`config.mk`:
```
export PLATFORM = sky130hd
export DESIGN_NAME = gpio_bank_ctrl
export DESIGN_NICKNAME = d
export VERILOG_FILES = /design/src/rtl/gpio_pkg.sv /design/src/rtl/gpio_sync.sv /design/src/rtl/gpio_regset.sv /design/src/rtl/gpio_bank_ctrl.sv
export SDC_FILE = /design/constraint.sdc
export NUM_CORES = 1
export LEC_CHECK = 0
export ABC_AREA = 1
export BUFFER_PORTS_ARGS = -buffer_cell sky130_fd_sc_hd__buf_2
export CAP_MARGIN = 20
export CORE_MARGIN = 1
export CORE_UTILIZATION = 37
export CTS_CLUSTER_DIAMETER = 50
export CTS_CLUSTER_SIZE = 30
export DETAILED_ROUTE_END_ITERATION = 6
export PLACE_DENSITY = 0.62
export SYNTH_ARGS = -nofsm -noshare
export SYNTH_HDL_FRONTEND = slang
export SYNTH_SLANG_ARGS = --single-unit
```
`constraint.sdc`:
```
create_clock -name clk_i -period 1.3 [get_ports clk_i]
set_clock_uncertainty 0.05 [all_clocks]
set_input_delay 0.26 -clock clk_i [delete_from_list [all_inputs] [get_ports clk_i]]
set_output_delay 0.26 -clock clk_i [all_outputs]
set_load 0.03 [all_outputs]
```
`src/rtl/gpio_pkg.sv`:
```
package gpio_pkg;
  localparam int SET_PINS   = 32;
  localparam int GRP_PINS   = 16;
  localparam int SET_BASE   = 'h10;
  localparam int SET_STRIDE = 'h28;
  localparam int GEN_ADDR   = 'h08;

  typedef enum logic [3:0] {
    W_DIR      = 4'd0,
    W_OUT      = 4'd1,
    W_OUT_SET  = 4'd2,
    W_OUT_CLR  = 4'd3,
    W_IN       = 4'd4,
    W_RISE_SET = 4'd5,
    W_RISE_CLR = 4'd6,
    W_FALL_SET = 4'd7,
    W_FALL_CLR = 4'd8,
    W_STAT     = 4'd9
  } word_e;
endpackage

```
`src/rtl/gpio_sync.sv`:
```
module gpio_sync #(
  parameter int WIDTH = 32
) (
  input  logic             clk_i,
  input  logic             rst_ni,
  input  logic [WIDTH-1:0] d_i,
  output logic [WIDTH-1:0] q_o
);
  logic [WIDTH-1:0] meta_q, sync_q;

  always_ff @(posedge clk_i or negedge rst_ni) begin
    if (!rst_ni) begin
      meta_q <= '0;
      sync_q <= '0;
    end else begin
      meta_q <= d_i;
      sync_q <= meta_q;
    end
  end

  assign q_o = sync_q;
endmodule

```
`src/rtl/gpio_regset.sv`:
```
module gpio_regset
  import gpio_pkg::*;
(
  input  logic                clk_i,
  input  logic                rst_ni,
  input  logic                sel_i,
  input  logic                we_i,
  input  word_e               word_i,
  input  logic [31:0]         wdata_i,
  input  logic [SET_PINS-1:0] pin_i,
  output logic [31:0]         rdata_o,
  output logic [SET_PINS-1:0] dout_o,
  output logic [SET_PINS-1:0] oe_o,
  output logic [SET_PINS-1:0] stat_o
);
  logic [SET_PINS-1:0] dir_q, dout_q, rise_q, fall_q, stat_q;
  logic [SET_PINS-1:0] samp, prev_q, edge_vec;
  logic wr;

  assign wr = sel_i && we_i;

  gpio_sync #(.WIDTH(SET_PINS)) u_sync (
    .clk_i (clk_i),
    .rst_ni(rst_ni),
    .d_i   (pin_i),
    .q_o   (samp)
  );

  assign edge_vec = (samp & ~prev_q & rise_q) | (~samp & prev_q & fall_q);

  always_ff @(posedge clk_i or negedge rst_ni) begin
    if (!rst_ni) begin
      dir_q  <= '1;
      dout_q <= '0;
      rise_q <= '0;
      fall_q <= '0;
      stat_q <= '0;
      prev_q <= '0;
    end else begin
      prev_q <= samp;
      if (wr && word_i == W_DIR)      dir_q  <= wdata_i;
      if (wr && word_i == W_OUT_SET)  dout_q <= dout_q | wdata_i;
      if (wr && word_i == W_OUT_CLR)  dout_q <= dout_q & ~wdata_i;
      if (wr && word_i == W_RISE_SET) rise_q <= rise_q | wdata_i;
      if (wr && word_i == W_RISE_CLR) rise_q <= rise_q & ~wdata_i;
      if (wr && word_i == W_FALL_SET) fall_q <= fall_q | wdata_i;
      if (wr && word_i == W_FALL_CLR) fall_q <= fall_q & ~wdata_i;
      // new edge wins over a simultaneous clear
      stat_q <= (stat_q & ~((wr && word_i == W_STAT) ? wdata_i : '0)) | edge_vec;
    end
  end

  always_comb begin
    unique case (word_i)
      W_DIR:                            rdata_o = dir_q;
      W_OUT, W_OUT_SET, W_OUT_CLR:      rdata_o = dout_q;
      W_IN:                             rdata_o = samp;
      W_RISE_SET, W_RISE_CLR:           rdata_o = rise_q;
      W_FALL_SET, W_FALL_CLR:           rdata_o = fall_q;
      W_STAT:                           rdata_o = stat_q;
      default:                          rdata_o = '0;
    endcase
  end

  assign dout_o = dout_q;
  assign oe_o   = ~dir_q;
  assign stat_o = stat_q;

  assert_dir_oe_R2: assert property (@(posedge clk_i) disable iff (!rst_ni)
    (wr && word_i == W_DIR) |=> (oe_o == ~$past(wdata_i)));

  assert_set_data_R3: assert property (@(posedge clk_i) disable iff (!rst_ni)
    (wr && word_i == W_OUT_SET) |=> ((dout_o & $past(wdata_i)) == $past(wdata_i)));

  assert_stat_needs_edge_R6: assert property (@(posedge clk_i) disable iff (!rst_ni)
    (edge_vec == '0) |=> ((stat_o & ~$past(stat_o)) == '0));

  assert_w1c_R7: assert property (@(posedge clk_i) disable iff (!rst_ni)
    (wr && word_i == W_STAT) |=> ((stat_o & $past(wdata_i & ~edge_vec)) == '0));

  assert_edge_wins_R8: assert property (@(posedge clk_i) disable iff (!rst_ni)
    (edge_vec != '0) |=> ((stat_o & $past(edge_vec)) == $past(edge_vec)));
endmodule

```
`src/rtl/gpio_bank_ctrl.sv`:
```
module gpio_bank_ctrl
  import gpio_pkg::*;
#(
  parameter int NUM_PINS = 64,
  parameter int ADDR_W   = 8
) (
  input  logic                        clk_i,
  input  logic                        rst_ni,
  input  logic                        bus_we_i,
  input  logic [ADDR_W-1:0]           bus_addr_i,
  input  logic [31:0]                 bus_wdata_i,
  output logic [31:0]                 bus_rdata_o,
  input  logic [NUM_PINS-1:0]         pin_i,
  output logic [NUM_PINS-1:0]         pin_o,
  output logic [NUM_PINS-1:0]         pin_oe_o,
  output logic [NUM_PINS/GRP_PINS-1:0] irq_o
);
  localparam int NUM_SETS   = NUM_PINS / SET_PINS;
  localparam int NUM_GROUPS = NUM_PINS / GRP_PINS;

  logic [NUM_SETS-1:0]    hit;
  logic [31:0]            set_rdata [NUM_SETS];
  logic [SET_PINS-1:0]    set_stat  [NUM_SETS];
  logic [NUM_GROUPS-1:0]  gen_q;
  logic [31:0]            rd_next, rdata_q;
  logic                   gen_hit;

  assign gen_hit = (bus_addr_i == ADDR_W'(GEN_ADDR));

  for (genvar k = 0; k < NUM_SETS; k++) begin : g_set
    localparam logic [ADDR_W-1:0] BASE = ADDR_W'(SET_BASE + k * SET_STRIDE);
    logic [ADDR_W-1:0] offs;
    word_e             word;

    assign offs   = bus_addr_i - BASE;
    assign hit[k] = (bus_addr_i >= BASE) && (offs < ADDR_W'(SET_STRIDE)) &&
                    (offs[1:0] == 2'b00);
    assign word   = word_e'(offs[5:2]);

    gpio_regset u_set (
      .clk_i  (clk_i),
      .rst_ni (rst_ni),
      .sel_i  (hit[k]),
      .we_i   (bus_we_i),
      .word_i (word),
      .wdata_i(bus_wdata_i),
      .pin_i  (pin_i[k*SET_PINS +: SET_PINS]),
      .rdata_o(set_rdata[k]),
      .dout_o (pin_o[k*SET_PINS +: SET_PINS]),
      .oe_o   (pin_oe_o[k*SET_PINS +: SET_PINS]),
      .stat_o (set_stat[k])
    );

    assign irq_o[2*k]   = gen_q[2*k]   && (set_stat[k][GRP_PINS-1:0] != '0);
    assign irq_o[2*k+1] = gen_q[2*k+1] && (set_stat[k][SET_PINS-1:GRP_PINS] != '0);
  end

  always_comb begin
    rd_next = '0;
    if (gen_hit) rd_next = 32'(gen_q);
    for (int k = 0; k < NUM_SETS; k++)
      if (hit[k]) rd_next = rd_next | set_rdata[k];
  end

  always_ff @(posedge clk_i or negedge rst_ni) begin
    if (!rst_ni) begin
      gen_q   <= '0;
      rdata_q <= '0;
    end else begin
      rdata_q <= rd_next;
      if (bus_we_i && gen_hit) gen_q <= bus_wdata_i[NUM_GROUPS-1:0];
    end
  end

  assign bus_rdata_o = rdata_q;

  for (genvar g = 0; g < NUM_GROUPS; g++) begin : g_irq_chk
    assert_irq_gated_R9: assert property (@(posedge clk_i) disable iff (!rst_ni)
      !gen_q[g] |-> !irq_o[g]);
  end

  assert_one_target_R10: assert property (@(posedge clk_i) disable iff (!rst_ni)
    $onehot0({hit, gen_hit}));
endmodule

```
Yosys cells after proc, flatten, opt, wreduce, memory -nomap -nowiden
Cells that the tools add are included.
{"block": "word_totals", "register_bits": 548, "inputBits": 107, "out_inout_bits": 164, "wordCells": 146}
{"block": "op_classes", "add_sub_neg": 2, "bitwise_logic": 37, "eq_ne": 19, "mux": 19, "n_reduce_logical": 47, "magnitude_cmp": 4}
{"cell": "$and A32 B32 Y32", "n": 16}
{"cell": "$mux W32", "n": 16}
{"cell": "$or A32 B32 Y32", "n": 12}
{"cell": "$pmux W32 S6", "n": 2}
{"cell": "$not A32 Y32", "n": 9}
{"cell": "$reduce_bool A16 Y1", "n": 4}
{"cell": "$eq A4 B3 Y1 const B", "n": 8}
{"cell": "$logic_and A1 B1 Y1", "n": 27}
{"cell": "$eq A4 B2 Y1 const B", "n": 4}
{"cell": "$eq A4 B4 Y1 const B", "n": 4}
{"cell": "$lt A8 B6 Y1 const B", "n": 2}
{"cell": "$reduce_bool A2 Y1", "n": 6}
{"cell": "$eq A4 B1 Y1 const B", "n": 2}
{"cell": "$eq A8 B4 Y1 const B", "n": 1}
{"cell": "$ge A8 B5 Y1 const B", "n": 1}
{"cell": "$ge A8 B6 Y1 const B", "n": 1}
{"cell": "$logic_not A4 Y1", "n": 2}
{"cell": "$reduce_or A2 Y1", "n": 4}
{"cell": "$sub A8 B5 Y8 const B", "n": 1}
{"cell": "$sub A8 B6 Y8 const B", "n": 1}
{"cell": "$reduce_or A3 Y1", "n": 2}
{"cell": "$logic_not A2 Y1", "n": 2}
{"cell": "$mux W4", "n": 1}

Longest topological paths before layout
{"block": "depth", "ltp_word": 10, "depth_mapped": 13, "ltp_nobuf": 12}

Hierarchy
From an unflattened synthesis, not the netlist that was laid out.
{"block": "hier_totals", "hier_cells": 3107, "hier_area_um2": 25104.1}
{"mod": "gpio_regset", "n_inst": 2, "seq_area_each_um2": 4844.6, "cells_per_inst": 1366, "area_per_inst_um2": 9988.3}
{"mod": "gpio_sync", "n_inst": 2, "seq_area_each_um2": 1601.5, "cells_per_inst": 64, "area_per_inst_um2": 1601.5}
{"mod": "gpio_bank_ctrl", "n_inst": 1, "seq_area_each_um2": 900.9, "cells_per_inst": 247, "area_per_inst_um2": 1924.3}

Worst setup path before layout
OpenSTA, ideal clock, no wires.
{"block": "synth_path", "path_kind": "input-to-reg", "from": "in bus_addr_i[3]", "to": "reg with a tool-made name", "setup_slack_ns": -0.710, "required_time_ns": 1.133, "arrival_time_ns": 1.843, "setup_ns": 0.117, "n_path_buf": 2, "cell_stages": 13, "cell_sequence": "buf_4 inv_1 ha_1 inv_1 nor2_4 nand2_1 nand2_2 inv_2 nor2_8 buf_4 nand2_1 nand2_1 nand2_1"}
{"element": "start: declaration", "line": "gpio_bank_ctrl.sv:10", "rtl": "input logic [ADDR_W-1:0] bus_addr_i,"}

Worst setup path in the final report
{"block": "layout_path", "from": "reg g_set[0].u_set.stat_q[27]", "to": "out irq_o[1]"}
{"block": "layout_via", "elab_chain_len": 2}
{"element": "start: declaration", "line": "gpio_regset.sv:16", "rtl": "logic [SET_PINS-1:0] dir_q, dout_q, rise_q, fall_q, stat_q;"}
{"element": "start signal: assignment", "line": "gpio_regset.sv:49", "rtl": "stat_q <= (stat_q & ~((wr && word_i == W_STAT) ? wdata_i : '0)) | edge_vec;"}
{"element": "$reduce_bool A16 Y1", "line": "gpio_bank_ctrl.sv:55", "rtl": "assign irq_o[2*k+1] = gen_q[2*k+1] && (set_stat[k][SET_PINS-1:GRP_PINS] != '0);"}
{"element": "$logic_and A1 B1 Y1", "line": "gpio_bank_ctrl.sv:55"}
{"element": "end: declaration", "line": "gpio_bank_ctrl.sv:16", "rtl": "output logic [NUM_PINS/GRP_PINS-1:0] irq_o"}
Every way passes these cells.

==> impl_metrics.toml <==
[outcome]
outcome = "finished with violations"
violations = "negative setup slack"

[place]
dpl_cell_area_um2 = 29200
dp_hpwl_mm = 61.7
numPortBuffers = 270
place_congestion = 0.943

[layout]
fillers = 4797
final_nets = 3806
drive_gt1_share_pct = 43.0
final_cell_mix = "677 x nand2_1, 476 x dfrtp_1, 419 x buf_4"
area_delta_synth_final_pct = 65.0
final_area_um2 = 38800
final_util_pct = 61.6
layout_commonest_cell = "nand2_1"

[grt]
grt_pass1_wl_mm = 137
grt.total_usage_pct = 28.3
grt_overflow_total = 0
antenna_found_initial = 5
grt_pass1_vias = 22460
grt_max_degree = 66

[pwr]
power.switching_mw = 12.9
clock_power_share_pct = 43.2
pwr_density_cell_nw_per_um2 = 1130
switching_share_pct = 29.5
p_int_mw = 30.9
combPwrFrac_pct = 13.9
peakVddDrop_v = 0.000965
p_seq_share_pct = 42.9
total_leakage_power_nw = 18.2

[timing]
relSlewSlack_pct = 45.6
slew_violations = 0
finalCriticalPeriod_ns = 2.26
hold_viol_final = 0
worst_slew_pin_slew_ns = 0.816
timing.final.crit_share_pct = 174
layout_setup_ws_ns = -0.962
rsz0062_at_grt = "true"
final-setup-viol-count = 516
max_freq_ghz = 0.442

[logic_synthesis]
yosysSeqAreaShare_pct = 58.7
ys_async_sr_fraction_pct = 100
synth_ff_type = "dfrtp_1"
syn-num-nets = 2873
synthDistinctLibCells = 43
ys_warn_count = 0
syn_avg_cell_area_um2 = 8.50
synth_area_um2 = 23500
synthCells = 2764
synth_edf_count = 0
yosys_register_bits = 548

[cts]
clk_pin_slew_ns = 0.08
cts_tree = "yes"
cts.sinks = 548
cts_root_buf = "clkbuf_16"
cts_inserted_buffers = 58
clk_latency_ns = 0.65
cts.path.max_buffers = 3
h-tree-depth = 2

[floorplanning]
start_util_pct = 37.3
io_pins = 271
die_area_um2 = 64500
chipWidth_um = 254
die_h_um = 254
rows = 92
core_area_um2 = 63000

[route]
via_count = 24427
drtIter0Drc = 2625
drcViolationCount = 0
drtPass1Iterations = 6
routedWlPerCell_um = 22.2
drt-total-wl_mm = 102
ant_nets = 0
vias_per_cell = 5.32

[worst_setup_path]
regToRegSetupSlack_ns = -0.15
startpoint_type = "register"
crit_type = "reg -> out"
arrival_ns = 1.95
required_ns = 0.99
cp_max_fo = 2
r2r_cells = 7
cp-end-kind = "output pin"
worstReg2RegEnd = "bus_rdata_o[10]"
worstReg2RegStart = "g_set[0].u_set.stat_o[10]"

[min_path]
holdCritPathClass = "in -> async"

[job]
maxCapViolations = 0
==> kinds of logic after synthesis <==
group,count (synthesis),synth area share [%]
and+or+nand+nor,1506,27.2
DFF,548,58.7
AOI/OAI and AO/OA,355,7.75
buffers and inverters,353,6.23
adders and majority gates,2,0.106
==> worst max path at each step <==
stage / start / to / slack (ns) / cells after the start
floorplan: bus_addr_i[3] / g_set[1].u_set.stat_o[1] / -0.58 / 11
global placement: bus_addr_i[4] / bus_rdata_o[12] / -0.97 / 14
detailed placement: bus_addr_i[4] / bus_rdata_o[12] / -0.98 / 14
CTS: g_set[0].u_set.stat_o[24] / irq_o[1] / -0.95 / 6
global route: g_set[0].u_set.stat_o[27] / irq_o[1] / -0.99 / 6
finish: g_set[0].u_set.stat_o[27] / irq_o[1] / -0.96 / 6
==> synth_stat cells, types with 3 or more instances <==
library cell / count / area share (%)
nand2_1: 828 / 13
dfrtp_1: 484 / 52
nor2_1: 311 / 5.0
o21ai_0: 253 / 5.4
inv_1: 230 / 3.7
nand3_1: 180 / 3.8
nor3_1: 67 / 1.4
dfstp_2: 64 / 7.2
buf_2: 50 / 1.1
o21ai_1: 43 / 0.92
a21oi_1: 39 / 0.83
clkbuf_1: 36 / 0.57
nand4_1: 28 / 0.75
nand3b_1: 26 / 0.83
nor2_2: 25 / 0.67
nor4_1: 13 / 0.35
buf_4: 11 / 0.35
clkinv_1: 9 / 0.14
inv_2: 8 / 0.13
nand2_2: 8 / 0.21
o31ai_1: 6 / 0.19
nor2_4: 5 / 0.24
buf_6: 4 / 0.19
clkbuf_2: 4 / 0.085
o211ai_1: 4 / 0.13
a31oi_1: 3 / 0.080
o21bai_1: 3 / 0.096
==> critical path, stage by stage, from the launching register on <==
cell     delay [ns]
dfrtp_1        0.40
inv_2          0.08
nand4_1        0.10
nor4_2         0.24
buf_4          0.18
a31oi_4        0.12
buf_6          0.18
==> final cells by class <==
cell class / count / area, um^2 / share of cell area, %
clock inverter: 48 / 688 / 1.77
tap: 846 / 1060 / 2.73
clock buffer: 61 / 1500 / 3.88
sequential: 548 / 13800 / 35.6
multi-input combinational: 1864 / 10800 / 27.8
antenna: 3 / 7.51 / 0.0194
inverter: 247 / 970 / 2.50
timing repair buffer: 978 / 9980 / 25.7
==> timing repair <==
item,CTS,global route
pin swaps,68,179
gates resized for setup,564,558
hold buffers,96,0
hold endpoints to repair,628,0
setup buffers,170,70
endpoints found under the setup margin,447,520
gates cloned,18,35
==> power by group through the flow <==
stage,Clock (mW),Sequential (mW),Combinational [mW]
2_1_floorplan,0,19.1,1.57
3_3_place_gp,0,19.0,4.15
3_5_place_dp,0,19.0,4.21
4_1_cts,19.0,18.7,5.31
5_1_grt,19.7,18.9,6.41
6_report,18.9,18.8,6.09
==> through the flow <==
step	instances	setup TNS [ns]	worst slack (ns)	total power, mW	hold WS, ns
detailed placement	4131	-272.32	-0.979	23.3	0.0695
global route	4594	-149.97	-0.991	45.0	0.0260
floorplan	2764	-120.58	-0.578	20.6	-0.0856
CTS	4516	-93.14	-0.948	43.0	0.00658
finish	4595	-131.89	-0.962	43.8	0.0320
global placement	4130	-265.73	-0.974	23.2	0.0696
==> layer usage <==
metal  vias up  part of all wire [%]  global-route usage, %
met3       426                   9.3                   5.52
met1     11726                    39                   38.6
li1      10756                     -                      -
met2      1515                    45                   43.7
met5         -                 0.022                      0
met4         4                   6.9                   12.9
(Power assumes the default switching activity.)
